==> config.mk <==
export PLATFORM = sky130hd
export DESIGN_NAME = frame_timer
export DESIGN_NICKNAME = d
export VERILOG_FILES = /design/src/rtl/frame_timer.sv
export SDC_FILE = /design/constraint.sdc
export NUM_CORES = 1
export LEC_CHECK = 0
export BUFFER_PORTS_ARGS = -buffer_cell sky130_fd_sc_hd__buf_2
export CAP_MARGIN = 20
export CORE_MARGIN = 2
export CORE_UTILIZATION = 65
export CTS_CLUSTER_SIZE = 12
export DETAILED_ROUTE_END_ITERATION = 10
export GPL_TIMING_DRIVEN = 0
export PLACE_DENSITY = 0.84
export SLEW_MARGIN = 20
export SYNTH_ARGS = -nofsm -noshare
export SYNTH_HDL_FRONTEND = slang
export SYNTH_SLANG_ARGS = --single-unit
==> constraint.sdc <==
create_clock -name clk -period 5.57 [get_ports clk]
set_input_delay 1.114 -clock clk [delete_from_list [all_inputs] [get_ports clk]]
set_output_delay 1.114 -clock clk [all_outputs]
set_load 0.005 [all_outputs]
==> src/rtl/frame_timer.sv <==
module frame_timer #(
  parameter int FRAME_CYCLES = 72,
  parameter int STEP_POS     = 2,
  parameter int IRQ_POS      = 16,
  parameter int RST_HOLD     = 80,
  parameter int CNT_W        = 8,
  parameter int SLOW_RATIO   = 4
) (
  input  logic             clk,
  input  logic             rst_n,
  input  logic [CNT_W-1:0] wdata,
  input  logic             load_fast,
  input  logic             load_slow,
  input  logic             ctrl_we,
  input  logic             irq_clr,
  output logic             irq_n
);
  localparam int POS_W  = $clog2(FRAME_CYCLES);
  localparam int HOLD_W = $clog2(RST_HOLD + 1);
  localparam int SR_W   = (SLOW_RATIO > 1) ? $clog2(SLOW_RATIO) : 1;
  localparam logic [POS_W-1:0]  LAST_POS = POS_W'(FRAME_CYCLES - 1);
  localparam logic [POS_W-1:0]  TICK_AT  = POS_W'(STEP_POS);
  localparam logic [POS_W-1:0]  FLAG_AT  = POS_W'(IRQ_POS - 1);
  localparam logic [HOLD_W-1:0] HOLD_MAX = HOLD_W'(RST_HOLD);
  localparam logic [SR_W-1:0]   SR_LAST  = SR_W'(SLOW_RATIO - 1);
  localparam logic [CNT_W-1:0]  CNT_MAX  = '1;

  logic [HOLD_W-1:0] low_cnt = '0;
  logic [1:0]        presc   = '0;
  logic [SR_W-1:0]   sdiv    = '0;
  logic [POS_W-1:0]  pos;

  logic [1:0][CNT_W-1:0] preset, cnt;
  logic [1:0] run, pend, mask, ovp, flag;
  logic [1:0] tick, ovf;

  wire chip_rst = (low_cnt == HOLD_MAX);
  wire at_step  = !chip_rst && (pos == TICK_AT);
  wire at_flag  = !chip_rst && (pos == FLAG_AT);

  assign tick[0] = at_step && (presc == 2'd3);
  assign tick[1] = tick[0] && (sdiv == SR_LAST);
  assign irq_n   = ~|flag;

  always_ff @(posedge clk) begin
    if (rst_n)          low_cnt <= '0;
    else if (!chip_rst) low_cnt <= low_cnt + HOLD_W'(1);
  end

  always_ff @(posedge clk) begin
    if (chip_rst)             pos <= '0;
    else if (pos == LAST_POS) pos <= '0;
    else                      pos <= pos + POS_W'(1);
  end

  always_ff @(posedge clk) begin
    if (at_step) presc <= presc + 2'd1;
    if (tick[0]) sdiv  <= (sdiv == SR_LAST) ? '0 : sdiv + SR_W'(1);
  end

  always_comb
    for (int i = 0; i < 2; i++)
      ovf[i] = tick[i] && run[i] && !pend[i] && (cnt[i] == CNT_MAX);

  always_ff @(posedge clk) begin
    if (chip_rst) begin
      preset <= '0;
      cnt    <= '0;
      run    <= '0;
      pend   <= '0;
      mask   <= '0;
      ovp    <= '0;
      flag   <= '0;
    end else begin
      if (load_fast) preset[0] <= wdata;
      if (load_slow) preset[1] <= wdata;
      flag <= (irq_clr ? 2'b00 : flag) | (at_flag ? ovp : 2'b00);
      ovp  <= (at_flag ? 2'b00 : ovp) | (ovf & ~mask);
      for (int i = 0; i < 2; i++) begin
        if (tick[i] && run[i]) begin
          if (pend[i]) begin
            cnt[i]  <= preset[i];
            pend[i] <= 1'b0;
          end else if (ovf[i]) begin
            cnt[i] <= preset[i];
          end else begin
            cnt[i] <= cnt[i] + CNT_W'(1);
          end
        end
        if (ctrl_we && wdata[i] && !run[i]) pend[i] <= 1'b1;
      end
      if (ctrl_we) begin
        run  <= wdata[1:0];
        mask <= wdata[3:2];
      end
    end
  end
endmodule

# Word level (Yosys, flattened, before mapping)

Index checks and enable logic that the tools add are counted.
W data, S select, Z words.

Flip-flop bits (word level): 60
Output and inout bits: 1
Bits in latches: 0
ROM bits: 0
Memories: 0
Memory bits (writable): 0

Multipliers: 0
$lt $le $gt $ge: 0
Multiplexer cells: 11
Reduce and logical (&&, ||, !) cells: 24
Equal/unequal tests: 8
Add/sub/neg operators: 6
Shift operators: 0
Div/mod/pow operators: 0
Bitwise logic cells: 4

Operator list:

| operator              | count |
|---|---|
| $mux W8               | 4 |
| $add A8 B1 Y8 const B | 2 |
| $eq A8 B8 Y1 const B  | 2 |
| $add A7 B1 Y7 const B | 2 |
| $eq A7 B7 Y1 const B  | 2 |
| $logic_and A1 B1 Y1   | 14 |
| $eq A7 B2 Y1 const B  | 1 |
| $eq A7 B4 Y1 const B  | 1 |
| $logic_not A1 Y1      | 6 |
| $mux W2               | 3 |
| $add A2 B1 Y2 const B | 2 |
| $eq A2 B2 Y1 const B  | 2 |
| $mux W1               | 4 |
| $or A2 B2 Y2          | 2 |
| $reduce_bool A2 Y1    | 2 |
| $reduce_or A2 Y1      | 2 |
| $and A2 B2 Y2         | 1 |
| $not A2 Y2            | 1 |

# Logic depth before layout (Yosys ltp)

Gate-level depths: netlist of the first run.

Word-level depth: 10
Depth in mapped cells: 9
Gate-level depth less buffers: 8

# Worst setup path after synthesis of the first run

No wires, ideal clock.

Kind: input -> register
From: input port load_fast
To: register preset[0] in the netlist's numbering
Path buffers: 1
Stages: 3
Data arrival time: 1.733 ns
Setup slack: 3.710 ns
Path through: clkbuf_1 -> mux2i_1 -> nor2_1

RTL lines:

| item            | line | RTL |
|---|---|---|
| start, declared | 12   | `input logic load_fast,` |
| end, declared   | 33   | `logic [1:0][CNT_W-1:0] preset, cnt;` |

# Worst setup path in the final report of the first run

From: register low_cnt[0]
To: register low_cnt[0]

Word-level cells in the longest chain between the ends: 1

Ends and longest elaborated chain:

| item                                                 | line   | RTL |
|---|---|---|
| start, declared                                      | 28     | `logic [HOLD_W-1:0] low_cnt = '0;` |
| start signal, assigned                               | 47     | `else if (!chip_rst) low_cnt <= low_cnt + HOLD_W'(1);` |
| $add A7 B1 Y7 / $eq A7 B7 Y1 (equally long branches) | 47, 37 |  |

Parallel ways exist; a longest one is shown, timed or not.
A chain may end at the register's enable or synchronous reset.

==> flow_summary.yaml, run 1 <==
run_status:
  status: "finished, final reports clean"
synthesis:
  mappedNetlistNets: 329
  syn_area_mm2: 0.00276
  yosys_most_used_dff: "dfxtp_1"
  synth_edf_count: 4
  synth_cell_type_count: 44
  synth.avg_cell_area_um2: 9.00
  ys_seq_elements: 60
  synth-seq-area-share_pct: 44.9
  syn_inst: 307
  async_flop_share_pct: 0
  yosysWarnings: 0
routing:
  avgViaCountPerCell: 5.92
  vias: 2281
  ant_nets: 0
  wl_per_cell_um: 15.2
  drt_pre_antenna_iters: 5
  drtIter0Drc: 123
  wirelength_um: 5860
  drc: 0
worst_setup_path:
  r2r-start: "low_cnt[0]$_SDFFE_PP0P_"
  crit_fanout: 10
  crit_type: "register to register"
  critPathBufInv: 2
  cp_cell_sequence: "inv_1 -> ha_1 -> nand2b_1 -> nor2_1 -> clkbuf_1 -> xnor2_1 -> nor2_1"
  critPathRequiredTime_ns: 5.80
  cp.arrival_ns: 2.28
  critPathTopFamily: "simple AND/OR/NAND/NOR gates"
  startpoint: "low_cnt[0]$_SDFFE_PP0P_"
  slowest_stage: "nor2_1"
  cp-start-kind: "register"
  slowest_delay_ns: 0.55
  path_common_cell: "nor2_1"
  ff2ff_setup_slack_ns: 3.52
  endpoint_kind: "register"
timing:
  rsz0062_at_grt: "false"
  setup_viol: 0
  final_hold_viol_count: 0
  tightest_slew_ns: 0.669
  fmax_ghz: 0.488
  fin_hold_ws_ns: 0.462
  finalClockSkew_ns: 0.00324
  maxSlewViolCount: 0
  setup-tns-final_ns: 0
  fin_crit_ns: 2.05
  maxSlewHeadroom_pct: 55.2
  finalCritPeriodShare_pct: 36.8
final_layout:
  drive_gt1_share_pct: 11.6
  antenna_cells: 0
  fin_util_pct: 77.2
  layout_common_cells: "nor2_1 (56), dfxtp_1 (56), mux2i_1 (23), a21oi_1 (18), nand2_1 (17)"
  area_growth_pct: 13.3
  layoutNonFillerInstCount: 385
  num-nets-final: 352
clock_network:
  cts-root-buf: "clkbuf_8"
  htree_levels: 3
  cts_sinks: 60
  cts_tree: "built"
  cts_made_buffers: 9
  cts_resized: 0
  postCtsSetupRepairBufs: 0
  ctsLongestPathBuffers: 2
  ctsHoldBuffers: 0
  clkLatencyLatePin_ns: 0.33
  clk_pin_slew_worst_paths_ns: 0.07
floorplan:
  design.core.area_mm2: 0.00406
  row_count: 23
  initial_core_util_pct: 68.1
  die_w_um: 69.2
  die-area_mm2: 0.00479
  io_pins: 15
  fp.dieH_um: 69.2
placed_design:
  dp_hpwl_um: 4100
  gp_congestion: 0.886
  placed_cells: 369
  port_buffers: 12
grt:
  grt_pass1_vias: 2216
  grt_max_degree: 11
  grt_use_total_pct: 26.4
  grt_pass1_wl_um: 10100
  grt_remaining_overflow: 0
  antenna_found_initial: 0
hold_path:
  worstHoldStart: "ovp[0]$_SDFF_PN0_"
  worstHoldPathType: "register to register"
pwr:
  leakage_nw: 1.30
  cellPowerDensity_mw_per_mm2: 373
  irDropWorstVdd_v: 0.000215
  total_power_w: 0.00117
job:
  cap_violations: 0
## metal layers
metal  global-route usage, %  vias to the layer above  share of wire [%]
met3                    4.22                       15                5.7
met1                    34.0                     1053                 45
met4                    13.9                        0                2.4
li1                        -                     1141                  -
met2                    42.8                       72                 47
met5                       0                        -                  0
## worst register-to-register path: stages (launching register included)
cell and delay, ns:
dfxtp_1 0.32, inv_1 0.08, ha_1 0.15, nand2b_1 0.10, nor2_1 0.55, clkbuf_1 0.50
xnor2_1 0.18, nor2_1 0.05
## cells in the mapped netlist (all sizes together), types with 4 or more instances
library cell   n  share of area (%)
nand2         17                2.3
ha             8                3.6
o2bb2ai        6                1.9
xnor2          6                1.9
clkbuf        10                1.4
nand3         16                2.9
nor3           7                1.3
mux2i         23                8.3
and3           6                1.4
xor2           5                1.6
a21oi         18                3.3
a31oi          4               0.91
edfxtp         4                4.3
nand4          5                1.7
o22ai          6                1.4
nor3b          4                1.1
nand2b         4               0.91
inv            7               0.95
o21ai          7                1.3
nor2          56                7.6
dfxtp         56                 41
## layout make-up
cell class / instances / area, µm²
clock inverter: 3 / 65.1
sequential: 60 / 1240
timing repair buffer: 12 / 60.1
buffer: 13 / 58.8
tap: 50 / 62.6
clock buffer: 13 / 180
multi-input combinational: 226 / 1430
inverter: 8 / 31.3
fill: 301 / 927
## state kept, by name, summed over array words and instances, names as in the netlist
register	flops
presc	2
ovp	2
sdiv	2
preset	16
cnt	16
run	2
flag	2
low_cnt	7
pos	7
pend	2
mask	2
## power breakdown
| group | internal [W] | switching [W] |
|---|---|---|
| sequential | 0.000496 | 0.0000593 |
| combinational | 0.0000739 | 0.0000684 |
| clock | 0.000303 | 0.000166 |
## path summary, 6_finish.rpt
kind         cells after the start                      end
max                              7  low_cnt[0]$_SDFFE_PP0P_
min                              2        ovp[0]$_SDFF_PN0_
max reg2reg                      7  low_cnt[0]$_SDFFE_PP0P_
min reg2reg                      2        ovp[0]$_SDFF_PN0_
## metrics by stage
step / setup slack (ns) / area, µm²
3_3_place_gp: 3.58 / 2890
4_1_cts: 3.53 / 3130
3_5_place_dp: 3.55 / 2890
6_report: 3.52 / 3130
2_1_floorplan: 3.71 / 2760
5_1_grt: 3.37 / 3130
## cell families (layout without fill, tap and decap cells)
kind of cell | after synthesis | in the layout | synth area share, %
muxes | 23 | 23 | 8.33
adders and majority gates | 8 | 8 | 3.62
and+or+nand+nor | 130 | 130 | 23.6
DFF | 60 | 60 | 44.9
xor gates and xnor gates | 11 | 11 | 3.49
buffers and inverters | 21 | 49 | 3.26
AOI/OAI and AO/OA | 54 | 54 | 12.8
(Power assumes the default switching activity.)
==> run 2, diff against run 1 <==
CORE_UTILIZATION = 60   (was 65)
PLACE_DENSITY = 0.78   (was 0.84)
clock period = 2.1 ns   (was 5.57 ns; I/O delays follow)
==> run 2 against run 1 <==
Against the previous run: wire length down 1.7%; highest routed layer unchanged; die area up 7.8%; first-iteration DRC count up 22%; sequential share of layout area down 0.38 points; critical path type unchanged; final area up 0.96%; fmax up 5.9%.
==> flow_summary.yaml, run 2 (same netlist as run 1, synthesis figures left out) <==
run_status:
  status: "finished, final reports clean"
timing:
  finalClockSkew_ns: 0.00567
  tightest_slew_ns: 0.543
  final_hold_viol_count: 0
  setup_viol: 0
  maxSlewViolCount: 0
  fin_crit_ns: 1.93
  maxSlewHeadroom_pct: 63.8
  setup-tns-final_ns: 0
  fmax_ghz: 0.517
  rsz0062_at_grt: "false"
  finalCritPeriodShare_pct: 92.0
worst_setup_path:
  critPathRequiredTime_ns: 2.37
  crit_type: "register to register"
  crit_fanout: 5
  ff2ff_setup_slack_ns: 0.17
  endpoint_kind: "register"
  cp-start-kind: "register"
  cp.arrival_ns: 2.20
grt:
  grt_busiest_layer: "met2"
  grt_max_degree: 11
  grt_util_met1_pct: 33.1
  grtUsageMet2_pct: 38.1
  grt_use_total_pct: 24.8
  antenna_found_initial: 0
  grt_pass1_wl_um: 9830
  grt_pass1_vias: 2112
  grt_remaining_overflow: 0
  grt.met3_usage_pct: 5.20
clock_network:
  cts_made_buffers: 9
  cts_sinks: 60
  clk_pin_slew_worst_paths_ns: 0.07
  ctsLongestPathBuffers: 2
  cts-root-buf: "clkbuf_8"
  htree_levels: 3
  clkLatencyLatePin_ns: 0.34
  cts_tree: "built"
  postCtsSetupRepairBufs: 0
placed_design:
  gp_congestion: 0.872
  dp_hpwl_um: 3970
  port_buffers: 12
  place_area_mm2: 0.00289
routing:
  wl_per_cell_um: 14.9
  drc: 0
  vias: 2313
  drtIter0Drc: 150
  ant_nets: 0
  avgViaCountPerCell: 5.98
  drt_pre_antenna_iters: 4
  wirelength_um: 5760
pwr:
  total_power_w: 0.00311
  cellPowerDensity_mw_per_mm2: 985
  leakage_nw: 1.30
  irDropWorstVdd_v: 0.000669
floorplan:
  design.core.area_mm2: 0.00438
  die-area_mm2: 0.00516
  io_pins: 15
  fp.dieH_um: 71.9
  initial_core_util_pct: 63.0
  die_w_um: 71.9
  row_count: 24
final_layout:
  fin_area_mm2: 0.00316
  num-nets-final: 352
  reg_top3: "cnt x16, preset x16"
  antenna_cells: 0
  drive_gt1_share_pct: 12.5
  layout_common_cells: "dfxtp_1 (56), nor2_1 (55), mux2i_1 (23), a21oi_1 (18), nand2_1 (17)"
  area_growth_pct: 14.4
  final_common_cell: "dfxtp_1"
job:
  cap_violations: 0
hold_path:
  worstHoldPathType: "input port to register"
-- run 2: critical path, stage by stage (launching register included) --
cell	delay (ns)
dfxtp_1	0.35
ha_1	0.23
and3_1	0.25
a41oi_2	0.24
nand4_1	0.28
or2_2	0.36
a31oi_1	0.15
-- run 2: where the power goes --
part	switching, W	internal [W]	leakage, nW
clock	0.000447	0.000804	0.125
sequential	0.000157	0.00132	0.500
combinational	0.000189	0.000201	0.674
total	0.000793	0.00232	1.30
-- run 2: area by class of cell --
| cell class | count | area [µm²] |
|---|---|---|
| Buffer | 13 | 58.8 |
| Clock buffer | 13 | 180 |
| Clock inverter | 3 | 65.1 |
| Fill cell | 349 | 1220 |
| Inverter | 8 | 32.5 |
| Multi-Input combinational cell | 226 | 1460 |
| Sequential cell | 60 | 1240 |
| Tap cell | 52 | 65.1 |
| Timing Repair Buffer | 12 | 60.1 |
-- run 2: final timing paths --
| kind | cells after the start | end | from |
|---|---|---|---|
| min reg2reg | 2 | ovp[1]$_SDFF_PN0_ | ovp[1]$_SDFF_PN0_ |
| max reg2reg | 6 | cnt[0]$_SDFFE_PN0N_ | cnt[0]$_SDFFE_PN0N_ |
| max | 6 | cnt[0]$_SDFFE_PN0N_ | cnt[0]$_SDFFE_PN0N_ |
| min | 2 | low_cnt[0]$_SDFFE_PP0P_ | rst_n |
-- run 2: repair_timing --
action / CTS / global route
endpoints found under the setup margin: 0 / 27
hold buffers: 0 / 0
resized for setup: 0 / 5
-- run 2: routing by layer --
layer	part of all wire, %	routed length (µm)	vias to the layer above
met5	0	0	-
met4	2.1	123	0
met3	5.2	298	13
met2	46	2640	75
met1	47	2700	1082
li1	-	-	1143
-- run 2: metrics by stage --
step | instances | utilization (%) | hold WS (ns) | setup slack (ns)
after floorplan | 307 | - | 0.429 | 0.346
after global placement | 371 | 65.9 | 0.443 | 0.0974
after detailed placement | 371 | 65.9 | 0.453 | 0.0522
after CTS | 387 | 71.5 | 0.325 | 0.00937
after global routing | 387 | 72.1 | 0.338 | 0.0237
final | 387 | 72.1 | 0.331 | 0.167
